==> config.mk <==
export PLATFORM = sky130hd
export DESIGN_NAME = dual_reload_timer
export DESIGN_NICKNAME = d
export VERILOG_FILES = /design/src/rtl/dual_tmr_pkg.sv /design/src/rtl/dual_tmr_prescaler.sv /design/src/rtl/dual_tmr_channel.sv /design/src/rtl/dual_tmr_rdmux.sv /design/src/rtl/dual_reload_timer.sv
export SDC_FILE = /design/constraint.sdc
export NUM_CORES = 1
export LEC_CHECK = 0
export ABC_AREA = 1
export BUFFER_PORTS_ARGS = -buffer_cell sky130_fd_sc_hd__buf_2
export CAP_MARGIN = 25
export CORE_MARGIN = 5
export CORE_UTILIZATION = 40
export CTS_CLUSTER_DIAMETER = 40
export DETAILED_ROUTE_END_ITERATION = 8
export PLACE_DENSITY = 0.67
export SETUP_SLACK_MARGIN = 0.15
export SLEW_MARGIN = 40
export SYNTH_ARGS = -nofsm -noshare
export SYNTH_HDL_FRONTEND = slang
export SYNTH_SLANG_ARGS = --single-unit
==> constraint.sdc <==
create_clock -name clk -period 4 [get_ports clk]
set_input_delay 0.8 -clock clk [delete_from_list [all_inputs] [get_ports clk]]
set_output_delay 0.8 -clock clk [all_outputs]
set_load 0.005 [all_outputs]
==> src/rtl/dual_tmr_pkg.sv <==
package dual_tmr_pkg;
   localparam int DATA_W  = 32;
   localparam int WIN_LSB = 4;   // 16-byte window per channel

   // control/status bit positions
   localparam int B_TRG = 0;
   localparam int B_RUN = 1;
   localparam int B_UF  = 2;
   localparam int B_IE  = 3;
   localparam int B_RLD = 4;
   localparam int B_LVL = 5;

   typedef enum logic [1:0] {
      SEL_CTRL  = 2'd0,
      SEL_COUNT = 2'd1,
      SEL_RLD1  = 2'd2,
      SEL_RLD2  = 2'd3
   } reg_sel_e;
endpackage

==> src/rtl/dual_tmr_prescaler.sv <==
module dual_tmr_prescaler #(
   parameter int PRESC_DIV = 2
) (
   input  logic clk,
   input  logic rst_n,
   input  logic en,
   input  logic clr,
   output logic tick
);
   generate
      if (PRESC_DIV == 1) begin : g_pass
         assign tick = en;
      end else begin : g_div
         localparam int PS_W = $clog2(PRESC_DIV);
         localparam logic [PS_W-1:0] PS_LAST = PS_W'(PRESC_DIV - 1);
         logic [PS_W-1:0] ps_q;

         always_ff @(posedge clk or negedge rst_n) begin
            if (!rst_n)           ps_q <= '0;
            else if (clr)         ps_q <= '0;
            else if (en)          ps_q <= (ps_q == PS_LAST) ? '0 : ps_q + 1'b1;
         end

         assign tick = en && (ps_q == PS_LAST);


         tick_gap_chk: assert property (@(posedge clk) disable iff (!rst_n)
            tick |=> !tick);
      end
   endgenerate
endmodule

==> src/rtl/dual_tmr_channel.sv <==
module dual_tmr_channel
   import dual_tmr_pkg::*;
#(
   parameter int CNT_W     = 32,
   parameter int PRESC_DIV = 2
) (
   input  logic                        clk,
   input  logic                        rst_n,
   input  logic                        wr_ctrl,
   input  logic                        wr_count,
   input  logic                        wr_rld1,
   input  logic                        wr_rld2,
   input  logic [DATA_W-1:0]           wdata,
   output logic [3:0][DATA_W-1:0]      words,
   output logic                        irq
);
   logic             run_q, rld_q, ie_q, uf_q, lvl_q;
   logic [CNT_W-1:0] cnt_q, rld1_q, rld2_q;
   logic             trig_go, halt_now, tick, at_zero, uf_evt;

   assign trig_go  = wr_ctrl && wdata[B_TRG] && wdata[B_RUN];
   assign halt_now = wr_ctrl && !wdata[B_RUN];
   assign at_zero  = (cnt_q == '0);

   dual_tmr_prescaler #(.PRESC_DIV(PRESC_DIV)) u_presc (
      .clk  (clk),
      .rst_n(rst_n),
      .en   (run_q && !halt_now),
      .clr  (trig_go),
      .tick (tick)
   );

   assign uf_evt = tick && at_zero && !trig_go && !wr_count;

   always_ff @(posedge clk or negedge rst_n) begin
      if (!rst_n) begin
         run_q <= 1'b0;
         rld_q <= 1'b0;
         ie_q  <= 1'b0;
         uf_q  <= 1'b0;
         lvl_q <= 1'b0;
      end else begin
         if (trig_go)       run_q <= 1'b1;
         else if (wr_ctrl)  run_q <= wdata[B_RUN];
         else if (uf_evt)   run_q <= rld_q;

         if (wr_ctrl) begin
            rld_q <= wdata[B_RLD];
            ie_q  <= wdata[B_IE];
            lvl_q <= wdata[B_LVL];
         end

         if (uf_evt)        uf_q <= 1'b1;
         else if (wr_ctrl)  uf_q <= uf_q && wdata[B_UF];
      end
   end

   always_ff @(posedge clk or negedge rst_n) begin
      if (!rst_n) begin
         cnt_q  <= '0;
         rld1_q <= '0;
         rld2_q <= '0;
      end else begin
         if (trig_go)        cnt_q <= rld1_q;
         else if (wr_count)  cnt_q <= wdata[CNT_W-1:0];
         else if (uf_evt)    cnt_q <= rld_q ? rld1_q : cnt_q;
         else if (tick)      cnt_q <= cnt_q - 1'b1;

         if (wr_rld1) rld1_q <= wdata[CNT_W-1:0];
         if (wr_rld2) rld2_q <= wdata[CNT_W-1:0];
      end
   end

   always_comb begin
      words           = '0;
      words[SEL_CTRL][B_LVL] = lvl_q;
      words[SEL_CTRL][B_RLD] = rld_q;
      words[SEL_CTRL][B_IE]  = ie_q;
      words[SEL_CTRL][B_UF]  = uf_q;
      words[SEL_CTRL][B_RUN] = run_q;
      words[SEL_COUNT] = DATA_W'(cnt_q);
      words[SEL_RLD1]  = DATA_W'(rld1_q);
      words[SEL_RLD2]  = DATA_W'(rld2_q);
   end

   assign irq = uf_q && ie_q;


   trig_load_chk: assert property (@(posedge clk) disable iff (!rst_n)
      trig_go |=> (run_q && cnt_q == $past(rld1_q)));


   uf_src_chk: assert property (@(posedge clk) disable iff (!rst_n)
      $rose(uf_q) |-> ($past(cnt_q) == '0));


   oneshot_stop_chk: assert property (@(posedge clk) disable iff (!rst_n)
      (uf_evt && !rld_q && !wr_ctrl) |=> (!run_q && cnt_q == '0));


   halt_hold_chk: assert property (@(posedge clk) disable iff (!rst_n)
      ((halt_now || (!run_q && !trig_go)) && !wr_count) |=> $stable(cnt_q));


   count_step_chk: assert property (@(posedge clk) disable iff (!rst_n)
      (tick && !at_zero && !trig_go && !wr_count) |=> (cnt_q == $past(cnt_q) - 1'b1));
endmodule

==> src/rtl/dual_tmr_rdmux.sv <==
module dual_tmr_rdmux
   import dual_tmr_pkg::*;
#(
   parameter int NUM_CH   = 2,
   parameter int CH_IDX_W = 2
) (
   input  logic [CH_IDX_W-1:0]               ch_idx,
   input  logic [1:0]                        sel,
   input  logic [NUM_CH-1:0][3:0][DATA_W-1:0] words,
   output logic [DATA_W-1:0]                 rdata
);
   always_comb begin
      rdata = '0;
      for (int c = 0; c < NUM_CH; c++) begin
         if (ch_idx == CH_IDX_W'(c)) rdata = words[c][sel];
      end
   end
endmodule

==> src/rtl/dual_reload_timer.sv <==
module dual_reload_timer
   import dual_tmr_pkg::*;
#(
   parameter int NUM_CH    = 2,
   parameter int CNT_W     = 32,
   parameter int ADDR_W    = 6,
   parameter int PRESC_DIV = 2
) (
   input  logic              clk,
   input  logic              rst_n,
   input  logic [ADDR_W-1:0] reg_addr,
   input  logic              reg_we,
   input  logic [DATA_W-1:0] reg_wdata,
   output logic [DATA_W-1:0] reg_rdata,
   output logic [NUM_CH-1:0] irq
);
   localparam int CH_IDX_W = ADDR_W - WIN_LSB;

   initial begin
      num_ch_chk: assert (NUM_CH >= 1) else $error("NUM_CH must be at least 1");
      cnt_w_chk:  assert (CNT_W >= 2 && CNT_W <= DATA_W) else $error("CNT_W out of range");
      addr_w_chk: assert (CH_IDX_W >= 1 && (1 << CH_IDX_W) >= NUM_CH)
                  else $error("ADDR_W too small for NUM_CH windows");
      presc_chk:  assert (PRESC_DIV >= 1) else $error("PRESC_DIV must be at least 1");
   end

   logic [CH_IDX_W-1:0]               ch_idx;
   reg_sel_e                          sel;
   logic [1:0]                        unused_addr_lsb;
   logic [NUM_CH-1:0][3:0][DATA_W-1:0] ch_words;

   assign ch_idx          = reg_addr[ADDR_W-1:WIN_LSB];
   assign sel             = reg_sel_e'(reg_addr[3:2]);
   assign unused_addr_lsb = reg_addr[1:0];

   generate
      for (genvar c = 0; c < NUM_CH; c++) begin : g_ch
         logic hit;
         assign hit = reg_we && (ch_idx == CH_IDX_W'(c));

         dual_tmr_channel #(.CNT_W(CNT_W), .PRESC_DIV(PRESC_DIV)) u_chan (
            .clk     (clk),
            .rst_n   (rst_n),
            .wr_ctrl (hit && sel == SEL_CTRL),
            .wr_count(hit && sel == SEL_COUNT),
            .wr_rld1 (hit && sel == SEL_RLD1),
            .wr_rld2 (hit && sel == SEL_RLD2),
            .wdata   (reg_wdata),
            .words   (ch_words[c]),
            .irq     (irq[c])
         );
      end
   endgenerate

   dual_tmr_rdmux #(.NUM_CH(NUM_CH), .CH_IDX_W(CH_IDX_W)) u_rdmux (
      .ch_idx(ch_idx),
      .sel   (reg_addr[3:2]),
      .words (ch_words),
      .rdata (reg_rdata)
   );
endmodule

; ---- Word-level counts from Yosys, hierarchy flattened
; Cells that the tools add are included.
[word_totals]
regBits = 204
latch_bits = 0
ramBits = 0
romBits = 0
inputBits = 41
memories = 0
[classes]
add_sub_neg = 4
n_mul = 0
n_div = 0
n_lt_le_gt_ge = 1
eq_ne = 6
shifts = 0
mux = 32
bitwise = 0
reduce_logical = 51
[ops]
columns = cell, count
row1 = 32-bit 2-to-1 mux, 14
row2 = 32-bit binary-select mux with 2-bit select, 2
row3 = 32-bit zero test, 2
row4 = "32-bit by 1-bit subtractor with 32-bit output, second input constant", 2
row5 = 1-bit logical AND, 30
row6 = 1-bit 2-to-1 mux, 16
row7 = "4-bit by 1-bit inequality test with 1-bit output, second input constant", 2
row8 = 2-bit nonzero test, 4
row9 = 4-bit nonzero test, 2
row10 = 1-bit zero test, 7
row11 = 3-bit nonzero test, 2
row12 = "2-bit by 1-bit equality test with 1-bit output, second input constant", 2
row13 = "2-bit equality test, second input constant", 2
row14 = 2-bit zero test, 2
row15 = 2-bit AND reduction, 2
row16 = "2-bit by 3-bit < comparator with 1-bit output, second input constant", 1
row17 = "1-bit adder, second input constant", 2

; ---- Longest topological paths before layout
; Gate-level depths: netlist of the first run.
[logic_depth]
depth_word = 13
mapped_depth = 14
ltp_nobuf = 14

; ---- Hierarchy
; From an unflattened synthesis of the first run, not the netlist that was laid out.
[hier_totals]
cells_unflattened = 2588
area_unflattened_um2 = 15956.6
[by_module_without_submodules]
columns = module, instances, cells_each, area_per_inst_um2
row1 = dual_tmr_channel at g_ch[1].u_chan, 1, 848, 6144.6
row2 = dual_tmr_channel at g_ch[0].u_chan, 1, 856, 6143.4
row3 = dual_tmr_rdmux, 1, 852, 3489.6
row4 = dual_tmr_prescaler, 2, 7, 50.0
row5 = dual_reload_timer, 1, 18, 78.8

; ---- Least setup slack after synthesis of the first run
; No wires, ideal clock.
[synth_path]
kind = input -> output
startpoint = input port reg_addr[3]
endpoint = output port reg_rdata[23]
t_arrival_ps = 1826
required_ps = 3200
path_slack_ps = 1374
cell_stages = 8
n_path_buf = 2
path_cell_list = nand2_1 -> inv_1 -> buf_2 -> buf_1 -> nand2_1 -> o21ai_0 -> a21oi_1 -> o22ai_1
[synth_via]
elab_chain_cells = 4
[synth_rtl]
columns = element, line_no
row1 = start: declaration, dual_reload_timer.sv:11  ; input logic [ADDR_W-1:0] reg_addr,
row2 = 32-bit binary-select mux with 2-bit select, dual_tmr_rdmux.sv:15  ; if (ch_idx == CH_IDX_W'(c)) rdata = words[c][sel];
row3 = 32-bit 2-to-1 mux (not written as such), dual_tmr_rdmux.sv:15
row4 = 32-bit 2-to-1 mux, dual_tmr_rdmux.sv:15
row5 = 32-bit 2-to-1 mux (*), dual_tmr_rdmux.sv:15
row6 = end: declaration, dual_reload_timer.sv:14  ; output logic [DATA_W-1:0] reg_rdata,
; Every way passes the cells marked *; elsewhere a longest branch is shown, timed or not. The select of a mux whose other input is x is not followed.

; ---- Worst setup path in the final report of the first run
[layout_path]
startpoint = input port reg_addr[2]
endpoint = output port reg_rdata[22]
; Same word-level chain as after synthesis.

==> results of run 1 <==
-- logic make-up (layout without fill, tap and decap cells) --
kind of cell / count (synthesis) / count (layout)
flip-flops: 204 / 204
AO/OA/AOI/OAI: 401 / 401
XOR/XNOR: 43 / 43
buffers and inverters: 263 / 345
AND/OR/NAND/NOR: 860 / 860
adder cells (fa/ha/maj): 2 / 2
-- per-layer routing --
metal	part of all wire (%)	track usage, %
met1	41	32.0
met3	7.5	4.30
met2	48	40.5
met4	3.4	8.51
met5	0	0
-- synth_stat cells (all sizes together) --
cell,number,share of area (%)
a21o,4,0.24
o221ai,5,0.35
a21oi,102,4.1
a21boi,1,0.061
o21ai,207,8.4
nand4,11,0.68
a31o,1,0.071
dfrtp,204,41
a31oi,1,0.051
ha,2,0.20
clkinv,1,0.030
a22o,1,0.071
buf,36,1.7
nor2,200,6.7
and3,1,0.051
nand3b,3,0.18
nor3,7,0.32
xor2,35,2.5
inv,178,5.5
o22ai,35,1.8
clkbuf,48,1.5
xnor2,8,0.57
a221oi,2,0.14
o211ai,10,0.61
a22oi,32,1.9
nand2,534,16
nand3,104,4.4
-- final timing paths --
path	startpoint	end	slack (ns)
setup / recovery	reg_addr[2]	reg_rdata[22]	0.68
max in group asynchronous	rst_n	g_ch[0].u_chan.rld1_q[2]	2.78
setup reg to reg	g_ch[0].u_chan.cnt_q[0]	g_ch[0].u_chan.cnt_q[19]	1.06
hold / removal	rst_n	g_ch[1].u_chan.rld1_q[5]	0.19
hold reg to reg	g_ch[0].u_chan.rld2_q[11]	g_ch[0].u_chan.rld2_q[11]	0.49
min in group clk	g_ch[0].u_chan.rld2_q[11]	g_ch[0].u_chan.rld2_q[11]	0.49
-- registers in the layout, summed over array words and instances (netlist names) --
| register | cells |
|---|---|
| g_ch.u_chan.u_presc.g_div.ps_q | 2 |
| g_ch.u_chan.uf_q | 2 |
| g_ch.u_chan.lvl_q | 2 |
| g_ch.u_chan.rld2_q | 64 |
| g_ch.u_chan.ie_q | 2 |
| g_ch.u_chan.cnt_q | 64 |
| g_ch.u_chan.rld_q | 2 |
| g_ch.u_chan.run_q | 2 |
| g_ch.u_chan.rld1_q | 64 |
-- final cells by class --
| type | instances | area, um^2 | area share (%) |
|---|---|---|---|
| inverters | 179 | 677 | 4.68 |
| clock inverters | 16 | 297 | 2.05 |
| clock buffers | 46 | 1000 | 6.92 |
| well taps | 396 | 495 | 3.43 |
| flip-flops and latches | 204 | 5100 | 35.3 |
| repair buffers | 104 | 667 | 4.62 |
| multi-input cells | 1306 | 6210 | 43.0 |
-- report_power, final --
part	internal [mW]	switching (mW)	leakage, nW
logic	1.07	1.95	3.99
registers	2.64	0.559	2.54
clock network	2.27	1.06	0.628
total	5.98	3.57	7.16
-- worst register-to-register path, cell delays in order, from the launching register on --
cell and delay, ns:
dfrtp_1 0.39, inv_1 0.14, ha_1 0.26, nand2_2 0.13
nor2_4 0.19, nand3_1 0.19, nor2_1 0.27, nand3_2 0.41
nand2_1 0.56, o21ai_0 0.15, nand2_1 0.09, nand2_1 0.06
nand2_1 0.05
==> flow_summary.json, run 1 <==
{
  "antenna_found_initial": 0,
  "synth-simple-area-share_pct": 28.9,
  "synth_area_per_cell_um2": 6.96,
  "syn_inst": 1773,
  "place_hpwl_um": 29500,
  "ys_seq_elements": 204,
  "path_cells": "buf_2 > inv_2 > nor2_4 > buf_4 > buf_4 > a21oi_1 > o21ai_0 > buf_2",
  "first_pass_iters": 8,
  "via_per_inst": 5.48,
  "ys_seq_area_share_pct": 41.4,
  "placedCellCount": 2188,
  "placement.io_buffers": 72,
  "ys_warn_count": 0,
  "placed_cell_area_um2": 13100,
  "synth.cell_area_um2": 12300,
  "drt_iter0_markers": 1299,
  "cts_tree": "built",
  "total_power_mw": 9.55,
  "final_cell_count_no_fill": 2251,
  "finalSetupViolCount": 0,
  "grt_setup_unrepaired": "no",
  "grt_pass1_wl_um": 66300,
  "cp-end-kind": "primary output",
  "crit_slowest_cell": "buf_4",
  "holdWs_ns": 0.186,
  "die_y_um": 186,
  "slowest_delay_ns": 0.38,
  "arrival_ns": 2.52,
  "max_slew_margin_pct": 50.5,
  "ys_types": 43,
  "final_area_um2": 14400,
  "max_freq_mhz": 301,
  "finalCriticalPeriod_ns": 3.32,
  "dieArea_um2": 34500,
  "preCtsSetupSlack_ns": 0.547,
  "skew_ns": 0.0148,
  "synthXorXnorAreaFrac_pct": 3.05,
  "fin_setup_tns_ns": 0,
  "grt_overflow": 0,
  "hold_class": "in2async",
  "grt_pass1_vias": 11800,
  "setup_ws_ns": 0.683,
  "critPathBufInv": 5,
  "r2r_cells": 12,
  "peakVddDrop_v": 0.000257,
  "postCtsHoldBufs": 0,
  "synth_fa_ha_area_share_pct": 0.203,
  "grt.total_usage_pct": 24.3,
  "status": "finished, final reports clean",
  "cellPowerDensity_nw_per_um2": 661,
  "tightest_slew_ns": 0.741,
  "clock_path_buffers": 3,
  "fin_nets": 1874,
  "worst-path-stages": 8,
  "core_region_area_um2": 30500,
  "cp_top_family": "buffers and inverters",
  "worst-path-max-fanout": 22,
  "die_w_um": 186,
  "maxCapViolCount": 0,
  "clkLatencyLatePin_ns": 0.51,
  "drive_gt1_share_pct": 10.9,
  "clkTransAtPathRegs_ns": 0.05,
  "drc": 0,
  "synth_compound_area_share_pct": 17.9,
  "required_ns": 3.20,
  "synthesis.nets": 1816,
  "area_growth_pct": 17.1,
  "critPathLaunchType": "input pin",
  "fin_crit_sh_pct": 82.9,
  "layout_commonest_cell": "nand2_1",
  "final_core_util_pct": 47.4,
  "grt_max_degree": 87,
  "fp-row-count": 64,
  "n_antenna_cell": 0,
  "io_pins": 75,
  "fill_cells": 3050,
  "cts_resized": 0,
  "htree_levels": 2,
  "drtAntennaViolNets": 0,
  "vias": 12300,
  "synthMuxAreaShare_pct": 0,
  "p_leak_nw": 7.16,
  "layout_common_cells": "523 x nand2_1, 204 x o21ai_0, 204 x dfrtp_1",
  "cts_buffers": 36,
  "cts_sinks": 204,
  "hold_viol": 0,
  "cts_setup_buffers": 0,
  "path_class": "in2out",
  "report.final.slew_viol_count": 0,
  "gp_congestion": 0.965,
  "drt-total-wl_um": 42000,
  "initial_utilization_pct": 40.4,
  "synth_top_family_by_area": "simple AND/OR/NAND/NOR gates",
  "wl_per_cell_um": 18.7,
  "cts-root-buf": "clkbuf_16"
}
Note: power is estimated with default switching activity, not from simulation.
==> run 2, diff against run 1 <==
clock period = 3.08 ns   (was 4 ns; I/O delays follow)
==> run 2 against run 1 <==
Compared with the run above:
- final cell count grew 0.18%
- clock skew decreased by 0.0055 ns
- utilization down 0.23 points
- global-route usage fell by 0.063 points
- sequential share of layout area up 0.17 points
- critical endpoint is now reg_rdata[31]
- highest routed layer unchanged
- count of clock-buffer cells in the layout rose by 1
- die area stayed put
- via count down 0.19%
- register-to-register slack lost 0.60 ns
- power is 25% higher
- worst hold slack got worse by 0.054 ns
==> flow_summary.json, run 2 (same netlist as run 1, synthesis figures left out) <==
{
  "status": "finished, final reports clean",
  "required_ns": 2.46,
  "clock_power_share_pct": 32.0,
  "net-switching-power_mw": 4.62,
  "cts-root-buf": "clkbuf_16",
  "p_int_mw": 7.29,
  "io_pins": 75,
  "via_per_inst": 5.46,
  "vias": 12300,
  "htree_levels": 2,
  "core_region_area_um2": 30500,
  "grt_max_degree": 77,
  "fin_nets": 1879,
  "drt-total-wl_um": 42100,
  "total_power_mw": 11.9,
  "grt.total_usage_pct": 24.2,
  "cts_buffers": 35,
  "die_y_um": 186,
  "skew_ns": 0.00932,
  "reg_top3": "g_ch.u_chan.cnt_q: 64 flops, g_ch.u_chan.rld1_q: 64 flops, g_ch.u_chan.rld2_q: 64 flops",
  "wl_per_cell_um": 18.7,
  "placed_cell_area_um2": 13200,
  "layout_commonest_cell": "nand2_1",
  "report.final.slew_viol_count": 0,
  "maxCapViolCount": 0,
  "drive_gt1_share_pct": 11.1,
  "antenna_found_initial": 0,
  "grt_setup_unrepaired": "no",
  "drtAntennaViolNets": 0,
  "placement.io_buffers": 72,
  "hold_viol": 0,
  "worst-path-max-fanout": 14,
  "max_freq_mhz": 354,
  "fin_crit_sh_pct": 91.6,
  "cts_tree": "built",
  "cts_setup_buffers": 0,
  "drc": 0,
  "max_slew_margin_pct": 57.4,
  "p_sw_share_pct": 38.8,
  "fp-row-count": 64,
  "clkTransAtPathRegs_ns": 0.05,
  "final_area_um2": 14400,
  "p_comb_share_pct": 33.2,
  "place_hpwl_um": 29600,
  "fin_setup_tns_ns": 0,
  "p_leak_nw": 7.10,
  "hold_class": "in2async",
  "grt_pass1_vias": 11800,
  "grt_overflow": 0,
  "preCtsSetupSlack_ns": 0.268,
  "arrival_ns": 2.21,
  "path_class": "in2out",
  "clkLatencyLatePin_ns": 0.50,
  "setup_ws_ns": 0.258,
  "cp-end-kind": "primary output",
  "cts_sinks": 204,
  "dieArea_um2": 34500,
  "multi_input_area_um2": 6200,
  "gp_congestion": 0.968,
  "first_pass_iters": 6,
  "n_antenna_cell": 0,
  "drt_iter0_markers": 1291,
  "peakVddDrop_v": 0.000362,
  "die_w_um": 186,
  "regArea_um2": 5100,
  "fill_cells": 2988,
  "layout_common_cells": "523 x nand2_1, 204 x o21ai_0, 204 x dfrtp_1",
  "cts_resized": 0,
  "p_seq_share_pct": 34.8,
  "finalSetupViolCount": 0,
  "tightest_slew_ns": 0.640,
  "critPathLaunchType": "input pin",
  "grt_pass1_wl_um": 66000,
  "cellPowerDensity_nw_per_um2": 828,
  "area_growth_pct": 16.5,
  "initial_utilization_pct": 40.4,
  "finalCriticalPeriod_ns": 2.82,
  "postCtsHoldBufs": 0,
  "clock_path_buffers": 3
}
[run 2: cell types whose count changed in the layout (fill, tap and decap cells not counted), sizes merged]
cell | previous run | this run
buf | 103 | 109
bufinv | 8 | 2
clkinvlp | 2 | 7
clkinv | 7 | 5
clkbuf | 47 | 48
[run 2: layout make-up]
type                            instances  area share [%]
Timing Repair Buffer                  110            5.25
Clock buffer                           47            6.98
Tap cell                              396            3.45
Sequential cell                       204            35.5
Clock inverter                         13           0.975
Multi-Input combinational cell       1306            43.1
Inverter                              179            4.71
[run 2: through the flow]
step                cells  utilization, %  hold slack [ns]
floorplan            1773               -            0.320
global placement     2195            43.4            0.465
detailed placement   2195            43.4            0.465
CTS                  2255            47.1            0.135
global route         2255            47.1            0.174
finish               2255            47.1            0.132
[run 2: power by group through the flow]
stage | registers, mW | clock network [mW] | logic, mW
global placement | 4.14 | 0 | 3.80
finish | 4.14 | 3.81 | 3.96
global route | 4.23 | 3.97 | 4.49
floorplan | 3.94 | 0 | 2.93
CTS | 4.13 | 3.84 | 3.93
detailed placement | 4.15 | 0 | 3.89
[run 2: worst max-delay path, stage by stage]
cell and delay, ns:
buf_2 0.12, inv_2 0.05, nor2_4 0.24, inv_4 0.16, buf_4 0.23, o21ai_0 0.17
a21oi_1 0.10, o22ai_1 0.33, buf_2 0.18
[run 2: metal layers]
layer  global-route usage (%)  part of all wire (%)
met1                     32.3                    41
met2                     40.4                    48
met3                     3.34                   7.6
met4                     8.89                   3.5
met5                        0                     0
[run 2: path summary, 6_finish.rpt]
kind,start,to,slack (ns),cells after the start
max,reg_addr[2],reg_rdata[31],0.26,9
min,rst_n,g_ch[1].u_chan.rld2_q[5],0.13,1
max reg2reg,g_ch[1].u_chan.cnt_q[0],g_ch[1].u_chan.cnt_q[19],0.46,12
min reg2reg,g_ch[1].u_chan.cnt_q[0],g_ch[1].u_chan.cnt_q[0],0.48,2
max in group asynchronous,rst_n,g_ch[0].u_chan.cnt_q[25],2.09,2
min in group clk,reg_wdata[12],g_ch[1].u_chan.rld1_q[12],0.35,3
==> run 3, diff against run 2 <==
SYNTH_HIERARCHICAL = 1   (was default)
==> run 3 against run 2 <==
Compared with the run above:
- power increased by 7.8%
- global-route usage fell by 1.4 points
- cell area up 25%
- via count increased by 29%
- sequential cell count stayed put
- first-iteration DRC count fell by 9.0%
- synthesized cell count rose by 46%
- non-clock buffer count is 15 higher
- utilization is 1.9 points lower
- critical path depth did not move
- critical path type unchanged
- largest cell class unchanged
- largest power group is now combinational logic
==> flow_summary.json, run 3 <==
{
  "grt_max_degree": 89,
  "max_slew_margin_pct": 54.8,
  "final_area_um2": 17900,
  "status": "finished, final reports clean",
  "reg2reg_from": "g_ch[1].u_chan/cnt_q[0]",
  "arrival_ns": 2.14,
  "drc": 0,
  "p_comb_share_pct": 34.3,
  "ys_warn_count": 6,
  "clkTransAtPathRegs_ns": 0.05,
  "clkLatencyLatePin_ns": 0.54,
  "grt_pass1_wl_um": 81700,
  "netlist_top_cells_area": "dfrtp_1 32%, nand2_1 20%, inv_1 11%",
  "critPathLaunch": "reg_addr[2]",
  "peakVddDrop_v": 0.000386,
  "place_hpwl_um": 35600,
  "first_pass_iters": 6,
  "cts_tree": "built",
  "path_class": "in2out",
  "p_leak_nw": 9.76,
  "drive_gt1_share_pct": 11.1,
  "placement.io_buffers": 72,
  "io_pins": 75,
  "ys_top_cells_by_count": "865 x nand2_1, 472 x inv_1, 230 x nor2_1, 224 x nand3_1, 204 x dfrtp_1",
  "grt_setup_unrepaired": "no",
  "finalSetupViolCount": 0,
  "yosys.area.top_type": "dfrtp_1",
  "initial_utilization_pct": 40.3,
  "ys_types": 40,
  "cts_buffers": 38,
  "placed_cell_area_um2": 16700,
  "r2r-end": "g_ch[1].u_chan/cnt_q[24]",
  "r2r_cells": 11,
  "cp-end-kind": "primary output",
  "grt_overflow": 0,
  "fin_setup_tns_ns": 0,
  "fin_crit_sh_pct": 89.5,
  "fp-row-count": 73,
  "p_seq_share_pct": 33.5,
  "finalCriticalPeriod_ns": 2.76,
  "required_ns": 2.46,
  "synth_area_per_cell_um2": 6.17,
  "reg_top3": "g_ch.u_chan/cnt_q: 64 flops, g_ch.u_chan/rld1_q: 64 flops, g_ch.u_chan/rld2_q: 64 flops",
  "synth.cell_area_um2": 16000,
  "wl_per_cell_um": 15.9,
  "clock_path_buffers": 3,
  "gp_congestion": 0.963,
  "n_antenna_cell": 0,
  "report.final.slew_viol_count": 0,
  "htree_levels": 2,
  "layout_common_cells": "865 x nand2_1, 472 x inv_1, 224 x nor2_1, 224 x nand3_1, 204 x dfrtp_1",
  "tightest_slew_ns": 0.676,
  "max_freq_mhz": 363,
  "vias": 15800,
  "fin_nets": 2673,
  "cts_sinks": 204,
  "drt_iter0_markers": 1175,
  "synth_ff_type": "dfrtp_1",
  "grt_pass1_vias": 15500,
  "p_sw_share_pct": 40.9,
  "dieArea_um2": 44000,
  "cts-root-buf": "clkbuf_16",
  "clock_power_share_pct": 32.3,
  "synth_top_area_share_pct": 32.0,
  "core_region_area_um2": 39600,
  "ys_seq_elements": 204,
  "cts_resized": 0,
  "maxCapViolCount": 0,
  "async_flop_share_pct": 100,
  "cts_setup_buffers": 0,
  "yosysMostFrequentCell": "nand2_1",
  "via_per_inst": 4.97,
  "worst-path-max-fanout": 88,
  "syn_inst": 2588,
  "synth_edf_count": 0,
  "critPathLaunchType": "input pin",
  "die_y_um": 210,
  "antenna_found_initial": 0,
  "hold_class": "in2async",
  "ys_seq_area_share_pct": 32.0,
  "hold_viol": 0,
  "p_int_mw": 7.58,
  "drt-total-wl_um": 50500,
  "layout_commonest_cell": "nand2_1",
  "area_growth_pct": 12.4,
  "reg2reg_slack_ns": 0.76,
  "die_w_um": 210,
  "grt.total_usage_pct": 22.8,
  "cellPowerDensity_nw_per_um2": 716,
  "drtAntennaViolNets": 0,
  "skew_ns": 0.0124,
  "postCtsHoldBufs": 0,
  "net-switching-power_mw": 5.25
}
[run 3: worst max-delay path by stage]
stage / end / slack [ns] / cells after the start
final: reg_rdata[28] / 0.32 / 9
after global routing: reg_rdata[28] / 0.22 / 9
after CTS: reg_rdata[28] / 0.23 / 9
after detailed placement: g_ch[0].u_chan/cnt_q[9] / 0.19 / 18
after global placement: g_ch[0].u_chan/cnt_q[5] / 0.21 / 18
after floorplan: g_ch[0].u_chan/cnt_q[10] / 0.73 / 17
[run 3: through the flow]
| step | util (%) | power [mW] | hold slack, ns | worst slack, ns | std cells |
|---|---|---|---|---|---|
| final | 45.2 | 12.8 | 0.0183 | 0.324 | 3185 |
| after global routing | 45.2 | 13.8 | 0.0449 | 0.220 | 3185 |
| after CTS | 45.2 | 12.9 | 0.0235 | 0.233 | 3185 |
| after detailed placement | 42.1 | 8.65 | 0.481 | 0.192 | 3115 |
| after global placement | 42.1 | 8.51 | 0.468 | 0.210 | 3115 |
| after floorplan | - | 7.47 | 0.320 | 0.734 | 2640 |
[run 3: cells by family after synthesis]
family          synth area share [%]
simple gates                    36.8
compound gates                  9.00
flops                           32.0
fa+ha+maj                      0.157
mux                             1.55
other cells                   0.0471
xor+xnor                        1.92
buf+inv                         18.5
[run 3: area by class of cell]
cell class	instances	area (um^2)
clock buffers	42	976
well taps	525	657
clock inverters	28	282
fillers	4152	21700
flip-flops and latches	204	5100
multi-input cells	1775	8130
repair buffers	125	950
inverters	486	1830
[run 3: routing by layer]
| layer | track usage (%) | wire length (um) |
|---|---|---|
| met5 | 0 | 0 |
| met4 | 10.3 | 2350 |
| met3 | 2.93 | 2940 |
| met2 | 39.2 | 24200 |
| met1 | 28.6 | 21000 |
[run 3: worst max-delay path, stage by stage]
cell	delay, ns
buf_4	0.10
buf_12	0.36
buf_6	0.40
nand2_1	0.11
nand3_1	0.09
nand2_1	0.11
nand2_1	0.08
nand2_1	0.07
buf_2	0.13
[run 3: power groups by stage]
stage	Clock (mW)	Combinational [mW]	Sequential [mW]
2_1_floorplan	0	3.42	4.04
5_1_grt	4.32	5.05	4.42
4_1_cts	4.20	4.36	4.29
3_3_place_gp	0	4.21	4.29
6_report	4.14	4.40	4.29
3_5_place_dp	0	4.33	4.32
